==> src/rtl/crc_pkg.sv <==
package crc_pkg;
  localparam int unsigned XLEN   = 32;
  localparam int unsigned LEN_W  = 5;
  localparam int unsigned ADDR_W = 3;

  typedef enum logic [ADDR_W-1:0] {
    REG_CTRL    = 3'd0,
    REG_TAPS_LO = 3'd1,
    REG_TAPS_HI = 3'd2,
    REG_PUSH    = 3'd3,
    REG_RESULT  = 3'd4
  } reg_addr_e;

  // ctrl field positions
  localparam int unsigned C_RUN     = 0;
  localparam int unsigned C_ORDER   = 1;
  localparam int unsigned C_SEL     = 2;
  localparam int unsigned C_CLR_OVF = 3;
  localparam int unsigned C_LEN     = 8;
  localparam int unsigned C_WID     = 16;
  localparam int unsigned S_FULL    = 24;
  localparam int unsigned S_EMPTY   = 25;
  localparam int unsigned S_OVF     = 26;
  localparam int unsigned S_CNT     = 28;

  function automatic logic [XLEN-1:0] crc_mask(input logic [LEN_W-1:0] len);
    return (~({XLEN{1'b1}} << len) << 1) | XLEN'(1);
  endfunction

  function automatic logic [XLEN-1:0] crc_bit(input logic [XLEN-1:0] crc,
                                              input logic [XLEN-1:0] taps,
                                              input logic [XLEN-1:0] mask,
                                              input logic [LEN_W-1:0] len,
                                              input logic din);
    logic fb;
    logic [XLEN-1:0] r;
    fb = crc[len] ^ din;
    r  = (crc << 1) & mask;
    if (fb) r = r ^ (taps & mask);
    return r;
  endfunction
endpackage

==> src/rtl/crc_fifo.sv <==
module crc_fifo #(
  parameter int unsigned WIDTH = 32,
  parameter int unsigned DEPTH = 8,
  localparam int unsigned PTR_W = (DEPTH > 1) ? $clog2(DEPTH) : 1,
  localparam int unsigned CNT_W = $clog2(DEPTH + 1)
) (
  input  logic             clk_i,
  input  logic             rst_ni,
  input  logic             push_i,
  input  logic [WIDTH-1:0] wdata_i,
  input  logic             pop_i,
  output logic [WIDTH-1:0] rdata_o,
  output logic [CNT_W-1:0] count_o,
  output logic             full_o,
  output logic             empty_o
);
  logic [WIDTH-1:0] mem_q [DEPTH];
  logic [PTR_W-1:0] wr_ptr_q, rd_ptr_q;
  logic [CNT_W-1:0] cnt_q;

  function automatic logic [PTR_W-1:0] ptr_inc(input logic [PTR_W-1:0] p);
    return (p == PTR_W'(DEPTH - 1)) ? '0 : p + PTR_W'(1);
  endfunction

  always_ff @(posedge clk_i) begin
    if (push_i) mem_q[wr_ptr_q] <= wdata_i;
  end

  always_ff @(posedge clk_i or negedge rst_ni) begin
    if (!rst_ni) begin
      wr_ptr_q <= '0;
      rd_ptr_q <= '0;
      cnt_q    <= '0;
    end else begin
      if (push_i) wr_ptr_q <= ptr_inc(wr_ptr_q);
      if (pop_i)  rd_ptr_q <= ptr_inc(rd_ptr_q);
      case ({push_i, pop_i})
        2'b10:   cnt_q <= cnt_q + CNT_W'(1);
        2'b01:   cnt_q <= cnt_q - CNT_W'(1);
        default: cnt_q <= cnt_q;
      endcase
    end
  end

  assign rdata_o = mem_q[rd_ptr_q];
  assign count_o = cnt_q;
  assign full_o  = (cnt_q == CNT_W'(DEPTH));
  assign empty_o = (cnt_q == '0);
endmodule

==> src/rtl/crc_shift_engine.sv <==
module crc_shift_engine
  import crc_pkg::*;
#(
  parameter int unsigned BPC = 2,
  localparam int unsigned CNT_W = $clog2(XLEN + 1)
) (
  input  logic             clk_i,
  input  logic             rst_ni,
  input  logic             load_i,
  input  logic [XLEN-1:0]  word_i,
  input  logic [LEN_W-1:0] wid_m1_i,
  input  logic             lsb_first_i,
  input  logic             crc_wr_i,
  input  logic [XLEN-1:0]  crc_wdata_i,
  input  logic [XLEN-1:0]  taps_i,
  input  logic [LEN_W-1:0] len_i,
  output logic [XLEN-1:0]  crc_o,
  output logic             idle_o
);
  logic [XLEN-1:0]  sh_q, crc_q, crc_nxt, mask;
  logic [CNT_W-1:0] left_q, take;
  logic             ord_q;
  logic [XLEN-1:0]  chain [BPC+1];

  assign mask     = crc_mask(len_i);
  assign chain[0] = crc_q;
  assign take     = (left_q >= CNT_W'(BPC)) ? CNT_W'(BPC) : left_q;

  for (genvar k = 0; k < BPC; k++) begin : g_step
    logic din;
    assign din        = ord_q ? sh_q[k] : sh_q[XLEN-1-k];
    assign chain[k+1] = crc_bit(chain[k], taps_i, mask, len_i, din);
  end

  always_comb begin
    crc_nxt = chain[0];
    for (int k = 1; k <= BPC; k++) begin
      if (take == CNT_W'(k)) crc_nxt = chain[k];
    end
  end

  always_ff @(posedge clk_i or negedge rst_ni) begin
    if (!rst_ni) begin
      sh_q   <= '0;
      left_q <= '0;
      ord_q  <= 1'b0;
      crc_q  <= '0;
    end else begin
      if (load_i) begin
        // msb-first words are left-aligned so bit width-1 sits at the top
        sh_q   <= lsb_first_i ? word_i : word_i << (LEN_W'(XLEN - 1) - wid_m1_i);
        left_q <= CNT_W'(wid_m1_i) + CNT_W'(1);
        ord_q  <= lsb_first_i;
      end else if (left_q != '0) begin
        sh_q   <= ord_q ? (sh_q >> take) : (sh_q << take);
        left_q <= left_q - take;
      end
      if (crc_wr_i)            crc_q <= crc_wdata_i;
      else if (left_q != '0)   crc_q <= crc_nxt;
    end
  end

  assign crc_o  = crc_q;
  assign idle_o = (left_q == '0);
endmodule

==> src/rtl/crc_prog_engine.sv <==
module crc_prog_engine
  import crc_pkg::*;
#(
  parameter int unsigned FIFO_DEPTH   = 8,
  parameter int unsigned BITS_PER_CLK = 2,
  localparam int unsigned CNT_W = $clog2(FIFO_DEPTH + 1)
) (
  input  logic              clk_i,
  input  logic              rst_ni,
  input  logic              wr_i,
  input  logic [ADDR_W-1:0] addr_i,
  input  logic [XLEN-1:0]   wdata_i,
  output logic [XLEN-1:0]   rdata_o,
  output logic              irq_o
);
  logic             run_q, lsb_q, sel_q, ovf_q, irq_q;
  logic [LEN_W-1:0] len_q, wid_m1_q;
  logic [XLEN-1:0]  taps_q;

  logic ctrl_wr, push_wr, res_wr, push, pop, auto_clr, drain_evt;
  logic [XLEN-1:0]  fifo_rdata, crc_val;
  logic [CNT_W-1:0] fifo_cnt;
  logic fifo_full, fifo_empty, eng_idle;

  assign ctrl_wr = wr_i && (addr_i == REG_CTRL);
  assign push_wr = wr_i && (addr_i == REG_PUSH);
  assign res_wr  = wr_i && (addr_i == REG_RESULT);

  assign push      = push_wr && !fifo_full;
  assign pop       = run_q && eng_idle && !fifo_empty;
  assign auto_clr  = run_q && eng_idle && fifo_empty && !ctrl_wr;
  assign drain_evt = pop && !push && (fifo_cnt == CNT_W'(1));

  crc_fifo #(.WIDTH(XLEN), .DEPTH(FIFO_DEPTH)) u_fifo (
    .clk_i   (clk_i),
    .rst_ni  (rst_ni),
    .push_i  (push),
    .wdata_i (wdata_i),
    .pop_i   (pop),
    .rdata_o (fifo_rdata),
    .count_o (fifo_cnt),
    .full_o  (fifo_full),
    .empty_o (fifo_empty)
  );

  crc_shift_engine #(.BPC(BITS_PER_CLK)) u_engine (
    .clk_i       (clk_i),
    .rst_ni      (rst_ni),
    .load_i      (pop),
    .word_i      (fifo_rdata),
    .wid_m1_i    (wid_m1_q),
    .lsb_first_i (lsb_q),
    .crc_wr_i    (res_wr),
    .crc_wdata_i (wdata_i),
    .taps_i      (taps_q),
    .len_i       (len_q),
    .crc_o       (crc_val),
    .idle_o      (eng_idle)
  );

  always_ff @(posedge clk_i or negedge rst_ni) begin
    if (!rst_ni) begin
      run_q    <= 1'b0;
      lsb_q    <= 1'b0;
      sel_q    <= 1'b0;
      len_q    <= '0;
      wid_m1_q <= '0;
      taps_q   <= '0;
      ovf_q    <= 1'b0;
      irq_q    <= 1'b0;
    end else begin
      if (ctrl_wr) begin
        run_q    <= wdata_i[C_RUN];
        lsb_q    <= wdata_i[C_ORDER];
        sel_q    <= wdata_i[C_SEL];
        len_q    <= wdata_i[C_LEN +: LEN_W];
        wid_m1_q <= wdata_i[C_WID +: LEN_W];
      end else if (auto_clr) begin
        run_q <= 1'b0;
      end
      if (wr_i && (addr_i == REG_TAPS_LO)) taps_q[15:0]  <= wdata_i[15:0];
      if (wr_i && (addr_i == REG_TAPS_HI)) taps_q[31:16] <= wdata_i[15:0];
      if (push_wr && fifo_full)                  ovf_q <= 1'b1;
      else if (ctrl_wr && wdata_i[C_CLR_OVF])    ovf_q <= 1'b0;
      irq_q <= sel_q ? auto_clr : drain_evt;
    end
  end

  always_comb begin
    rdata_o = '0;
    case (addr_i)
      REG_CTRL: begin
        rdata_o[C_RUN]             = run_q;
        rdata_o[C_ORDER]           = lsb_q;
        rdata_o[C_SEL]             = sel_q;
        rdata_o[C_LEN +: LEN_W]    = len_q;
        rdata_o[C_WID +: LEN_W]    = wid_m1_q;
        rdata_o[S_FULL]            = fifo_full;
        rdata_o[S_EMPTY]           = fifo_empty;
        rdata_o[S_OVF]             = ovf_q;
        rdata_o[S_CNT +: CNT_W]    = fifo_cnt;
      end
      REG_TAPS_LO: rdata_o[15:0] = taps_q[15:0];
      REG_TAPS_HI: rdata_o[15:0] = taps_q[31:16];
      REG_RESULT:  rdata_o       = crc_val & crc_mask(len_q);
      default:     rdata_o       = '0;
    endcase
  end

  assign irq_o = irq_q;
endmodule

==> config.mk <==
export PLATFORM = sky130hd
export DESIGN_NAME = crc_prog_engine
export DESIGN_NICKNAME = d
export VERILOG_FILES = /design/src/rtl/crc_pkg.sv /design/src/rtl/crc_fifo.sv /design/src/rtl/crc_shift_engine.sv /design/src/rtl/crc_prog_engine.sv
export SDC_FILE = /design/constraint.sdc
export NUM_CORES = 1
export LEC_CHECK = 0
export CORE_UTILIZATION = 58
export CTS_BUF_LIST = sky130_fd_sc_hd__clkbuf_16
export DETAILED_ROUTE_END_ITERATION = 12
export DONT_BUFFER_PORTS = 1
export PLACE_DENSITY = 0.81
export SYNTH_ARGS = -nofsm -noshare
export SYNTH_HDL_FRONTEND = slang
export SYNTH_HIERARCHICAL = 1
export SYNTH_SLANG_ARGS = --single-unit
==> constraint.sdc <==
create_clock -name clk_i -period 5.4 [get_ports clk_i]
set_input_delay 0.27 -clock clk_i [delete_from_list [all_inputs] [get_ports clk_i]]
set_output_delay 0.27 -clock clk_i [all_outputs]
set_load 0.02 [all_outputs]
==> impl_results.md <==
- Run status: finished clean
- Cell Area, Synth: 21800 µm²
- Pleak: 8.44 nW
- Net switching power: 5.71 mW
- PortBufs: 0
- Setup CP Type: reg2reg
- Clk sink count: 384
- Syn_area_per_cell: 11.4 µm²
- Total of max-cap violations: 0
- EDFF count, synth: 256
- Ys async rst share: 0.333
- Clock Pin Slew Worst Setup and Hold Paths: 0.06 ns
- Fin crit period: 5.06 ns
- Internal: 7.49 mW
- Grt ovf: 0
- Pin count of the biggest net entering global routing: 129
- TritonCTS buffer count: 40
- Synth Net Count: 1953
- H-tree Lvls: 2
- Netlist cell types: 86
- ANT nets after route: 0
- Clk_skew: 0.0182 ns
- Min-delay worst type: in2reg
- Vias in the first global route: 17000
- GR Util met1: 0.503
- DRT iter0 DRCs: 2569
- Num rows: 70
- Core area: 36800 µm²
- Routed Wire Length: 72600 µm
- Io pins: 71
- M3 GR Usage: 0.0629
- Worst Path Arrival: 5.52 ns
- Post-CTS resize count: 0
- Final worst slack: 0.342 ns
- VDD IR max: 0.000330 V
- Clock buffer depth: 3
- Synthesized flop and latch total: 384
- Via count: 17600
- Crit-path max FO: 22
- DRC: 0
- Initial Utilization: 0.593
- Fmax: 0.198 GHz
- TNS Setup: 0 ns
- Post-synthesis sequential area ratio: 0.499
- Critical Path Sink Type: register
- Power Dens Cells: 551 nW/µm²
- FILL cells: 2731
- Final hold viol count: 0
- Total Power Consumption: 13.2 mW
- Pre-Repair DR Iteration Count: 6
- Fraction of layout cells with a size suffix above 1: 0.169
- Least-Margin Pin Slew: 1.23 ns
- M2 GR Usage: 0.595
- Area grow syn2layout: 9.81%
- Full die area: 38400 µm²
- Chip width: 196 µm
- Die Y: 196 µm
- Placer Congestion: 1.02
- Final period util: 0.937
- Initial antenna violation count: 8
- GRT Total Usage: 0.381
- CP startpoint kind: register
- Detail Placement HPWL: 46800 µm
- Switch share: 0.433
- Vias per cell: 7.34
- Clk root buf: clkbuf_16
- Combinational Power Share: 0.480
- Unrepaired setup endpoints after global routing: no
- GR peak layer: met2
- Main synth FF type: edfxtp_1
- Final Setup Violations: 0
- Worst-skew pair later-pin latency: 0.57 ns
- Number of max-slew violations in the final report: 0
- Yosys synthesis warning count: 6
- TritonCTS clock tree: done
- Mapped Cells: 1906
- Critical Path RT: 5.87 ns
- Dpl ws: 0.525 ns
- Clk pwr share: 0.203
- Routed WL per cell: 30.2 µm
- Seq pwr share: 0.317
- Final #Nets: 1943
- First-pass GRT wire length: 108000 µm
- Slew margin rel.: 0.181
through the flow:
stage	hold WS, ns	cells	util	cell area (µm²)
after floorplan	-0.0256	1906	-	21800
after global placement	-0.0230	2283	0.605	22300
after detailed placement	-0.0220	2283	0.605	22300
after CTS	0.00329	2392	0.651	23900
after global routing	0.0377	2398	0.651	24000
final	0.0250	2400	0.651	24000
registers in the layout, summed over array words and instances, names as in the netlist:
name and cells:
len_q 5, irq_o 1, u_engine/sh_q 32, sel_q 1, u_fifo/count_o 4, u_fifo/mem_q 256, u_engine/left_q 6, u_fifo/wr_ptr_q 3
wid_m1_q 5, u_engine/ord_q 1, ovf_q 1, u_engine/crc_o 32, lsb_q 1, run_q 1, taps_q 32, u_fifo/rd_ptr_q 3
metal layers:
layer | up-vias | share of wire
met5 | - | 0
met2 | 1226 | 0.46
met1 | 8730 | 0.38
met3 | 304 | 0.098
met4 | 0 | 0.064
li1 | 7366 | -
final cells by class:
type / instances / area, µm² / share of cell area
antenna: 8 / 20.0 / 0.000836
clock buffer: 40 / 1000 / 0.0418
clock inverter: 30 / 267 / 0.0111
inverter: 27 / 101 / 0.00423
multi-input combinational: 1344 / 10200 / 0.426
sequential: 384 / 10900 / 0.455
tap: 468 / 586 / 0.0244
timing repair buffer: 99 / 883 / 0.0369
path summary, 6_finish.rpt:
path                                               start                              to  slack [ns]  cells past startpoint
min in group asynchronous                         rst_ni   u_engine/sh_q[20]$_DFFE_PN0P_        0.27                      2
setup / recovery                    len_q[1]$_DFFE_PN0N_  u_engine/crc_o[20]$_DFFE_PN0P_        0.34                     13
hold / removal                                 addr_i[2]               run_q$_DFFE_PN0P_        0.02                      3
max in group asynchronous                         rst_ni            len_q[2]$_DFFE_PN0N_        4.40                      2
setup reg to reg                    len_q[1]$_DFFE_PN0N_  u_engine/crc_o[20]$_DFFE_PN0P_        0.34                     13
hold reg to reg            u_fifo/count_o[3]$_DFFE_PN0P_   u_fifo/count_o[3]$_DFFE_PN0P_        0.55                      1
power by group through the flow:
stage	registers, mW	clock network [mW]	logic, mW
global route	4.22	2.82	6.67
floorplan	3.91	0	4.42
CTS	4.14	2.70	6.13
global placement	4.19	0	5.86
finish	4.19	2.67	6.34
detailed placement	4.20	0	5.98
layout by cell type, fill, tap and decap left out, types with 9 or more instances in the layout:
master,instances
o32ai_1,10
mux2_2,76
o21ai_0,136
o221ai_1,22
nand3_1,42
a22oi_1,18
xor2_1,33
buf_4,58
mux4_2,77
and2_1,11
or2_2,15
a21oi_1,87
ha_1,9
mux2i_1,72
and3_1,26
dfrtp_1,125
nor2_4,9
nand3b_1,12
clkbuf_16,40
nor3_1,47
mux2_4,10
nor2_1,130
a211oi_1,22
nand2_1,154
mux2_1,11
edfxtp_1,256
o211ai_1,29
a32o_1,9
xnor2_1,22
or3_1,15
a31oi_1,27
dlygate4sd3_1,38
inv_1,32
nand2b_1,14
o22ai_1,23
clkinv_1,10
o31ai_1,15
nand4_1,22
nor2b_1,17
synthesized netlist by cell type, drive strengths merged, types with 17 or more instances:
master    n  area, µm²
nand2   154        578
o22ai    23        144
xor2     33        289
inv      24       90.1
mux2i    73        731
o221ai   22        193
a31oi    28        181
edfxtp  256       7690
nand4    22        138
mux2     97       1130
a22oi    18        135
nor2    139        529
and3     28        185
o21ai   136        681
nor3     49        245
nor2b    17        106
dfrtp   128       3200
xnor2    22        193
buf      51        320
a21oi    87        435
clkbuf  100        375
mux4     80       1810
o211ai   29        218
nand3    42        210
a211oi   22        165
what timing repair did:
item	CTS	global route
setup buffers	0	0
hold buffers	39	0
hold endpoints to repair	462	0
critical path, stage by stage (launching register included):
cell and delay (ns):
dfrtp_1 0.92, mux4_2 0.37, nand2_1 0.06, nand4b_1 0.16
nand3_1 0.42, buf_4 0.35, and2_1 0.30, a31oi_1 0.54
o32ai_1 0.24, o211ai_1 0.38, a31oi_2 0.14, or2_1 0.41
or3_1 0.45, a32oi_1 0.22
kinds of logic after synthesis:
kind of cell,after synthesis,share of synthesized area
compound gates,482,0.145
xor+xnor,55,0.0221
mux,250,0.168
buf+inv,178,0.0365
flops,384,0.499
simple gates,547,0.123
other cells,1,0.000172
fa+ha+maj,9,0.00516
(Power assumes the default switching activity.)
